File: src/rtl/tk_pkg.sv
package tk_pkg;
  typedef enum logic [1:0] {
    TK_REG_SECS  = 2'd0,
    TK_REG_TICKS = 2'd1,
    TK_REG_FLAGS = 2'd2,
    TK_REG_ARM   = 2'd3
  } tk_reg_e;

  typedef struct packed {
    logic use_link;   // bit 1: source select
    logic on_rise;    // bit 0: edge select
  } tk_flags_t;
endpackage

File: src/rtl/tk_pps_front.sv
module tk_pps_front #(
  parameter int SYNC_STAGES = 2
) (
  input  logic            clk,
  input  logic            rst_n,
  input  logic            pps_conn_i,
  input  logic            pps_link_i,
  input  tk_pkg::tk_flags_t flags_i,
  output logic            pps_edge_o
);
  localparam int NUM_SRC = 2;

  logic [NUM_SRC-1:0] raw;
  logic [NUM_SRC-1:0] synced;
  logic               picked;
  logic               picked_q;

  assign raw = {pps_link_i, pps_conn_i};

  for (genvar g = 0; g < NUM_SRC; g++) begin : g_sync
    logic [SYNC_STAGES-1:0] chain_q;
    always_ff @(posedge clk or negedge rst_n) begin
      if (!rst_n) chain_q <= '0;
      else        chain_q <= {chain_q[SYNC_STAGES-2:0], raw[g]};
    end
    assign synced[g] = chain_q[SYNC_STAGES-1];
  end

  assign picked = flags_i.use_link ? synced[1] : synced[0];

  always_ff @(posedge clk or negedge rst_n) begin
    if (!rst_n) picked_q <= 1'b0;
    else        picked_q <= picked;
  end

  always_comb begin
    if (flags_i.on_rise) pps_edge_o = picked & ~picked_q;
    else                 pps_edge_o = ~picked & picked_q;
  end
endmodule

File: src/rtl/tk_load_ctrl.sv
module tk_load_ctrl #(
  parameter int DATA_W = 32
) (
  input  logic              clk,
  input  logic              rst_n,
  input  logic              wr_en_i,
  input  logic [1:0]        wr_addr_i,
  input  logic [DATA_W-1:0] wr_data_i,
  input  logic              pps_edge_i,
  output logic [DATA_W-1:0] pend_secs_o,
  output logic [DATA_W-1:0] pend_ticks_o,
  output tk_pkg::tk_flags_t flags_o,
  output logic              load_o
);
  import tk_pkg::*;

  logic now_q;
  logic armed_q;
  logic arm_wr;

  assign arm_wr = wr_en_i && (tk_reg_e'(wr_addr_i) == TK_REG_ARM);
  assign load_o = armed_q && (now_q || pps_edge_i);

  always_ff @(posedge clk or negedge rst_n) begin
    if (!rst_n) begin
      pend_secs_o  <= '0;
      pend_ticks_o <= '0;
      flags_o      <= '0;
    end else if (wr_en_i) begin
      case (tk_reg_e'(wr_addr_i))
        TK_REG_SECS:  pend_secs_o  <= wr_data_i;
        TK_REG_TICKS: pend_ticks_o <= wr_data_i;
        TK_REG_FLAGS: flags_o      <= tk_flags_t'(wr_data_i[1:0]);
        default: ;
      endcase
    end
  end

  always_ff @(posedge clk or negedge rst_n) begin
    if (!rst_n) begin
      now_q   <= 1'b0;
      armed_q <= 1'b0;
    end else if (arm_wr) begin
      now_q   <= wr_data_i[0];
      armed_q <= 1'b1;
    end else if (load_o) begin
      armed_q <= 1'b0;
    end
  end
endmodule

File: src/rtl/tk_counter.sv
module tk_counter #(
  parameter int          DATA_W        = 32,
  parameter int unsigned TICKS_PER_SEC = 100_000_000
) (
  input  logic              clk,
  input  logic              rst_n,
  input  logic              load_i,
  input  logic [DATA_W-1:0] load_secs_i,
  input  logic [DATA_W-1:0] load_ticks_i,
  output logic [DATA_W-1:0] secs_o,
  output logic [DATA_W-1:0] ticks_o
);
  localparam logic [DATA_W-1:0] TPS_V  = DATA_W'(TICKS_PER_SEC);
  localparam logic [DATA_W-1:0] LAST_T = DATA_W'(TICKS_PER_SEC - 1);

  logic [DATA_W-1:0] safe_ticks;
  assign safe_ticks = (load_ticks_i < TPS_V) ? load_ticks_i : '0;

  always_ff @(posedge clk or negedge rst_n) begin
    if (!rst_n) begin
      secs_o  <= '0;
      ticks_o <= '0;
    end else if (load_i) begin
      secs_o  <= load_secs_i;
      ticks_o <= safe_ticks;
    end else if (ticks_o == LAST_T) begin
      secs_o  <= secs_o + 1'b1;
      ticks_o <= '0;
    end else begin
      ticks_o <= ticks_o + 1'b1;
    end
  end
endmodule

File: src/rtl/pps_timekeeper.sv
module pps_timekeeper #(
  parameter int          DATA_W        = 32,
  parameter int unsigned TICKS_PER_SEC = 100_000_000,
  parameter int          SYNC_STAGES   = 2
) (
  input  logic              clk,
  input  logic              rst_n,
  input  logic              reg_wr_en,
  input  logic [1:0]        reg_addr,
  input  logic [DATA_W-1:0] reg_wdata,
  input  logic              pps_conn_i,
  input  logic              pps_link_i,
  output logic [DATA_W-1:0] time_secs_o,
  output logic [DATA_W-1:0] time_ticks_o,
  output logic              pps_pulse_o
);
  tk_pkg::tk_flags_t flags;
  logic              pps_edge;
  logic              load_fire;
  logic [DATA_W-1:0] pend_secs;
  logic [DATA_W-1:0] pend_ticks;

  tk_pps_front #(.SYNC_STAGES(SYNC_STAGES)) u_front (
    .clk        (clk),
    .rst_n      (rst_n),
    .pps_conn_i (pps_conn_i),
    .pps_link_i (pps_link_i),
    .flags_i    (flags),
    .pps_edge_o (pps_edge)
  );

  tk_load_ctrl #(.DATA_W(DATA_W)) u_ctrl (
    .clk          (clk),
    .rst_n        (rst_n),
    .wr_en_i      (reg_wr_en),
    .wr_addr_i    (reg_addr),
    .wr_data_i    (reg_wdata),
    .pps_edge_i   (pps_edge),
    .pend_secs_o  (pend_secs),
    .pend_ticks_o (pend_ticks),
    .flags_o      (flags),
    .load_o       (load_fire)
  );

  tk_counter #(.DATA_W(DATA_W), .TICKS_PER_SEC(TICKS_PER_SEC)) u_count (
    .clk          (clk),
    .rst_n        (rst_n),
    .load_i       (load_fire),
    .load_secs_i  (pend_secs),
    .load_ticks_i (pend_ticks),
    .secs_o       (time_secs_o),
    .ticks_o      (time_ticks_o)
  );

  assign pps_pulse_o = pps_edge;
endmodule

File: config.mk
export PLATFORM = sky130hd
export DESIGN_NAME = pps_timekeeper
export DESIGN_NICKNAME = d
export VERILOG_FILES = /design/src/rtl/tk_pkg.sv /design/src/rtl/tk_pps_front.sv /design/src/rtl/tk_load_ctrl.sv /design/src/rtl/tk_counter.sv /design/src/rtl/pps_timekeeper.sv
export SDC_FILE = /design/constraint.sdc
export NUM_CORES = 1
export LEC_CHECK = 0
export BUFFER_PORTS_ARGS = -buffer_cell sky130_fd_sc_hd__buf_4
export CAP_MARGIN = 5
export CORE_MARGIN = 2
export CORE_UTILIZATION = 51
export DETAILED_ROUTE_END_ITERATION = 16
export GPL_ROUTABILITY_DRIVEN = 0
export HOLD_SLACK_MARGIN = 0.05
export PLACE_DENSITY = 0.72
export SLEW_MARGIN = 25
export SYNTH_ARGS = -nofsm -noshare
export SYNTH_HDL_FRONTEND = slang
export SYNTH_SLANG_ARGS = --single-unit
File: constraint.sdc
create_clock -name clk -period 2.3 [get_ports clk]
set_clock_uncertainty 0.05 [all_clocks]
set_input_delay 0.46 -clock clk [delete_from_list [all_inputs] [get_ports clk]]
set_output_delay 0.46 -clock clk [all_outputs]
set_load 0.02 [all_outputs]
==> results of run 1 <==
==> sequential cells by signal, indices dropped and copies added (netlist names) <==
name,cells
u_ctrl.now_q,1
u_count.ticks_o,32
u_ctrl.armed_q,1
u_ctrl.flags_o,2
u_count.secs_o,32
u_front.picked_q,1
u_ctrl.pend_ticks_o,32
u_ctrl.pend_secs_o,32
u_front.g_sync.chain_q,4
==> layer usage <==
layer | vias to the layer above | global-route usage (%)
li1 | 2479 | -
met1 | 2688 | 35.23
met2 | 191 | 43.20
met3 | 35 | 5.656
met4 | 0 | 10.51
met5 | - | 0
==> kinds of logic (layout without fill, tap and decap cells) <==
family	after synthesis	after routing	synth area share, %
mux	70	70	12.12
compound gates	93	93	9.878
simple gates	205	205	17.77
buf+inv	37	204	2.258
flops	137	137	52.87
xor+xnor	35	35	4.727
fa+ha+maj	2	2	0.3858
==> path summary, 6_finish.rpt <==
kind | from | to | slack (ps) | cells after the start
min in group asynchronous | rst_n | u_count.ticks_o[27] | 530 | 2
max in group asynchronous | rst_n | u_count.secs_o[24] | 940 | 3
worst min-delay path | pps_link_i | u_front.g_sync[1].chain_q[0] | 100 | 1
worst max-delay path | u_count.ticks_o[31] | u_count.secs_o[23] | 10 | 5
worst max register to register | u_count.ticks_o[31] | u_count.secs_o[23] | 10 | 5
worst min register to register | u_front.g_sync[1].chain_q[0] | u_front.g_sync[1].chain_q[1] | 300 | 0
==> critical path: cells and delay by family (launching register included) <==
family	cells	cell delay, ps
simple gates	4	1560
compound gates	1	170
flops	1	420
==> through the flow <==
stage	std cells	area [um^2]	setup WS [ps]	util, %	hold WS [ps]
after floorplan	579	6566	-106.7	-	114.4
after global placement	886	7946	-86.14	63.48	282.2
after detailed placement	886	7946	-77.00	63.48	286.5
after CTS	919	8559	0.2078	68.38	84.00
after global routing	918	8569	-72.87	68.46	87.28
final	918	8569	10.65	68.46	96.88
==> power breakdown <==
group          internal (mW)  switching (mW)  total [mW]  leakage (nW)
combinational           1.29            1.41        2.69          1.69
sequential              3.02           0.648        3.67          1.63
clock                   1.75            1.00        2.75         0.291
==> cell usage after synthesis (2+ instances only) <==
library cell / count / share of area (%)
nand4_2: 3 / 0.58
clkbuf_1: 21 / 1.2
or3_1: 13 / 1.3
buf_1: 3 / 0.17
ha_1: 2 / 0.39
and4_1: 5 / 0.68
nand2b_1: 3 / 0.29
or4_1: 14 / 1.6
inv_1: 7 / 0.41
nand2_1: 30 / 1.7
and3_1: 9 / 0.87
o2bb2ai_1: 24 / 3.2
nor2_1: 43 / 2.5
xor2_1: 9 / 1.2
nand4_1: 16 / 1.5
mux2i_1: 2 / 0.31
nor3_1: 10 / 0.77
buf_2: 6 / 0.46
nand3_1: 23 / 1.8
o211ai_1: 2 / 0.23
a31oi_1: 23 / 2.2
mux2_2: 68 / 12
or2_2: 2 / 0.19
xnor2_1: 26 / 3.5
nand4bb_1: 3 / 0.52
a22o_1: 2 / 0.27
o21ai_0: 12 / 0.93
a21oi_1: 13 / 1.0
dfrtp_1: 137 / 53
nor4b_1: 2 / 0.27
and2_1: 3 / 0.29
o31ai_1: 13 / 1.5
nor4_1: 15 / 1.4
nand3b_1: 4 / 0.46
==> layout make-up <==
class	count	area, um^2
fill	955	3948
sequential	137	3447
multi-input combinational	405	2999
timing repair buffer	165	1291
clock buffer	23	467.9
tap	172	215.2
clock inverter	9	122.6
inverter	7	26.28
==> cell usage in the layout, fill, tap and decap left out, types with 3 or more instances in the layout <==
master     Yosys  final
or3_1         13     11
nand3_1       23     23
xor2_1         9      9
dfrtp_1      137    122
nand4_1       16     16
a31oi_1       23     23
clkinv_2       0      5
nand2b_1       3      3
o2bb2ai_1     24     24
clkbuf_16      0     17
buf_12         0      4
nand3b_1       4      4
buf_4          0    160
nand2_1       30     29
bufinv_16      0      3
dfrtp_2        0     15
a21oi_1       13     13
nor3_1        10     10
o31ai_1       13     13
o21ai_0       12     12
or4_1         14     14
xnor2_1       26     26
nand4_2        3      3
and2_1         3      3
and3_1         9      9
nor4_1        15     13
nor2_1        43     43
mux2_2        68     68
and4_1         5      5
inv_1          7      7
clkbuf_1      21      4
==> timing repair <==
item                                    4_1_cts  5_1_grt
hold buffers                                  1        0
endpoints found under the setup margin       10       40
resized for setup                             2        5
hold endpoints to repair                     39        0
pin swaps                                     2        4
cloned                                        0        0
==> results.sh, run 1 <==
export IMPL_outcome="completed"
export IMPL_via_count=5393
export IMPL_gr_total_overflow=0
export IMPL_ios=104
export IMPL_die_x_um=116.8
export IMPL_routed_wirelength_um=17180
export IMPL_drtIter0Drc=375
export IMPL_finalSetupViolCount=0
export IMPL_netlist_instances=579
export IMPL_setup_tns_ps=0
export IMPL_dp_hpwl_um=12250
export IMPL_synth_flop_cell="dfrtp_1"
export IMPL_rsz0062_at_grt="yes"
export IMPL_fmax_mhz=436.8
export IMPL_insertion_delay_ps=420
export IMPL_slowest_delay_ps=530
export IMPL_startpoint_type="register"
export IMPL_fin_crit_ps=2289
export IMPL_path_clk_slew_ps=60
export IMPL_critPathKind="register to register"
export IMPL_grt_max_degree=43
export IMPL_max_cap_violations=0
export IMPL_p_leak_nw=3.611
export IMPL_worstPathArrival_ps=2580
export IMPL_cts_path_max_buffers=2
export IMPL_syn_nets=620
export IMPL_cts_sinks=137
export IMPL_root_buffer="clkbuf_16"
export IMPL_ctsHtreeMaxLevel=4
export IMPL_fp_dieH_um=116.8
export IMPL_syn_area_um2=6485
export IMPL_met2WireLength_um=8374
export IMPL_wl_met1_um=7464
export IMPL_yosysSeqAreaShare_pct=52.87
export IMPL_end_kind="register"
export IMPL_antenna_found_initial=0
export IMPL_route_met3_wl_um=924
export IMPL_crit_fanout=25
export IMPL_dr_pass1_iters=5
export IMPL_post_synth_num_cell_types=45
export IMPL_hold_viol_final=0
export IMPL_vdd_ir_drop_worst_mv=0.5613
export IMPL_nNetsFinal=774
export IMPL_numCtsBuffers=17
export IMPL_hold_class="primary input to register"
export IMPL_tightest_slew_ps=583.4
export IMPL_drc=0
export IMPL_grt_pass1_wl_um=27410
export IMPL_crit_chain="nor4_4 > nand4_1 > or3_4 > or4_1 > a31oi_1"
export IMPL_syn2layout_area_growth_pct=32.14
export IMPL_post_drt_wl_per_cell_um=18.72
export IMPL_crit_required_ps=2590
export IMPL_viasPerCell=5.875
export IMPL_syn_avg_cell_area_um2=11.20
export IMPL_initial_utilization_pct=51.81
export IMPL_total_power_mw=9.112
export IMPL_grt_usage_pct=26.62
export IMPL_drive_above_1_share_pct=39.28
export IMPL_cpMaxStageDelayCell="or4_1"
export IMPL_post_cts_buffers=0
export IMPL_portBuffers=103
export IMPL_antenna_left=0
export IMPL_synth_async_reset_ratio_pct=100.0
export IMPL_rows=41
export IMPL_maxSlewHeadroom_pct=61.11
export IMPL_synth_warnings=0
export IMPL_core_um2=12520
export IMPL_synth_edf_count=0
export IMPL_cts_tree="yes"
export IMPL_grt_pass1_vias=5305
export IMPL_slew_viol_final=0
export IMPL_die_area_um2=13630
export IMPL_ys_seq_elements=137
export IMPL_powerDensity_nw_per_um2=1063
export IMPL_antenna_cells=0
export IMPL_highest_layer="met4"
export IMPL_fin_crit_sh_pct=99.54
Power figures use the tool's default switching activity.
==> inputs of run 2 (changes only) <==
--- a/config.mk
+++ b/config.mk
@@ -13,6 +13,7 @@
 export GPL_ROUTABILITY_DRIVEN = 0
 export HOLD_SLACK_MARGIN = 0.05
 export PLACE_DENSITY = 0.72
+export RECOVER_POWER = 25
 export SLEW_MARGIN = 25
 export SYNTH_ARGS = -nofsm -noshare
 export SYNTH_HDL_FRONTEND = slang
==> run 2 against run 1 <==
Non-clock buffer count did not move; sequential cell count did not move; critical endpoint unchanged; clock power barely moved.
==> results.sh, run 2 (synthesis results as in run 1) <==
export IMPL_cts_path_max_buffers=2
export IMPL_syn2layout_area_growth_pct=31.64
export IMPL_drc=0
export IMPL_startpoint_type="register"
export IMPL_rows=41
export IMPL_slew_viol_final=0
export IMPL_drive_above_1_share_pct=38.74
export IMPL_die_area_um2=13630
export IMPL_antenna_left=0
export IMPL_stdcell_count=918
export IMPL_cts_tree="yes"
export IMPL_viasPerCell=5.898
export IMPL_hold_viol_final=0
export IMPL_grt_busiest_layer="met2"
export IMPL_die_x_um=116.8
export IMPL_dp_cells=886
export IMPL_cpMaxStageDelayCell="or4_1"
export IMPL_fin_crit_ps=2292
export IMPL_root_buffer="clkbuf_16"
export IMPL_hold_class="primary input to register"
export IMPL_rsz0062_at_grt="yes"
export IMPL_max_cap_violations=0
export IMPL_gr_total_overflow=0
export IMPL_layout_common_cells="buf_4 (154), dfrtp_1 (122), mux2_2 (67)"
export IMPL_setup_tns_ps=0
export IMPL_nFillCells=962
export IMPL_multi_input_area_um2=2994
export IMPL_grt_use_met3_pct=5.656
export IMPL_grt_usage_pct=26.62
export IMPL_crit_required_ps=2590
export IMPL_ctsHtreeMaxLevel=4
export IMPL_core_um2=12520
export IMPL_maxSlewHeadroom_pct=24.21
export IMPL_grt_max_degree=43
export IMPL_dp_hpwl_um=12250
export IMPL_slowest_delay_ps=530
export IMPL_post_cts_buffers=0
export IMPL_routed_wirelength_um=17180
export IMPL_post_drt_wl_per_cell_um=18.71
export IMPL_antenna_found_initial=0
export IMPL_finalSetupViolCount=0
export IMPL_path_clk_slew_ps=60
export IMPL_outcome="completed"
export IMPL_crit_fanout=25
export IMPL_dr_pass1_iters=5
export IMPL_insertion_delay_ps=420
export IMPL_initial_utilization_pct=51.81
export IMPL_regArea_um2=3447
export IMPL_grt_pass1_wl_um=27410
export IMPL_numCtsBuffers=17
export IMPL_fp_dieH_um=116.8
export IMPL_vdd_ir_drop_worst_mv=0.5633
export IMPL_powerDensity_nw_per_um2=1066
export IMPL_grt_util_met2_pct=43.20
export IMPL_grt_pass1_vias=5305
export IMPL_cts_sinks=137
export IMPL_final_common_cell="buf_4"
export IMPL_nNetsFinal=774
export IMPL_use_met1_pct=35.23
export IMPL_portBuffers=103
export IMPL_worstPathArrival_ps=2590
export IMPL_antenna_cells=0
export IMPL_tightest_slew_ps=1137
export IMPL_fin_crit_sh_pct=99.67
export IMPL_via_count=5414
export IMPL_drtIter0Drc=312
export IMPL_ios=104
export IMPL_fmax_mhz=436.2
export IMPL_end_kind="register"
export IMPL_critPathKind="register to register"
export IMPL_p_leak_nw=3.597
export IMPL_crit_chain="nor4_4 > nand4_1 > or3_4 > or4_1 > a31oi_1"
## run 2: metrics by stage
step	util, %	power (mW)	setup slack [ps]	hold slack (ps)	cell area (um^2)
6_report	68.20	9.103	7.514	118.1	8537
5_1_grt	68.20	9.536	-72.87	109.9	8537
3_5_place_dp	63.48	6.356	-77.00	286.5	7946
4_1_cts	68.38	9.116	0.2078	84.00	8559
2_1_floorplan	-	5.043	-106.7	114.4	6566
3_3_place_gp	63.48	6.245	-86.14	282.2	7946
## run 2: final cells by class
type	instances	share of cell area, %
Clock buffer	23	5.481
Clock inverter	9	1.436
Inverter	7	0.3078
Multi-Input combinational cell	405	35.07
Sequential cell	137	40.38
Tap cell	172	2.521
Timing Repair Buffer	165	14.80
## run 2: worst paths after layout
kind	start	endpoint	slack (ps)	cells after the start
max in group asynchronous	rst_n	u_count.secs_o[24]	530	3
min in group asynchronous	rst_n	u_count.ticks_o[27]	740	2
worst max register to register	u_count.ticks_o[31]	u_count.secs_o[23]	8	5
worst max-delay path	u_count.ticks_o[31]	u_count.secs_o[23]	8	5
worst min-delay path	pps_link_i	u_front.g_sync[1].chain_q[0]	120	1
worst min register to register	u_front.g_sync[1].chain_q[0]	u_front.g_sync[1].chain_q[1]	300	0
## run 2: worst max-delay path: cells and delay by family, from the launching register on
kind / cells / cell delay, ps
compound gates: 1 / 170
simple gates: 4 / 1560
flops: 1 / 420
## run 2: timing repair
| action | 4_1_cts | 5_1_grt |
|---|---|---|
| endpoints found under the hold margin | 39 | 0 |
| endpoints found under the setup margin | 10 | 40 |
| pin swaps | 2 | 4 |
| gates resized for setup | 2 | 5 |
| gates cloned | 0 | 0 |
| hold buffers | 1 | 0 |
## run 2: layer usage
layer,part of all wire [%],wire length (um)
met5,0,0
met1,43,7301
met2,49,8415
met3,6.0,1023
met4,2.5,437
## run 2: power breakdown
part	internal (mW)	switching, mW
Clock	1.75	1.00
Sequential	3.02	0.648
Combinational	1.28	1.40
Total	6.05	3.05
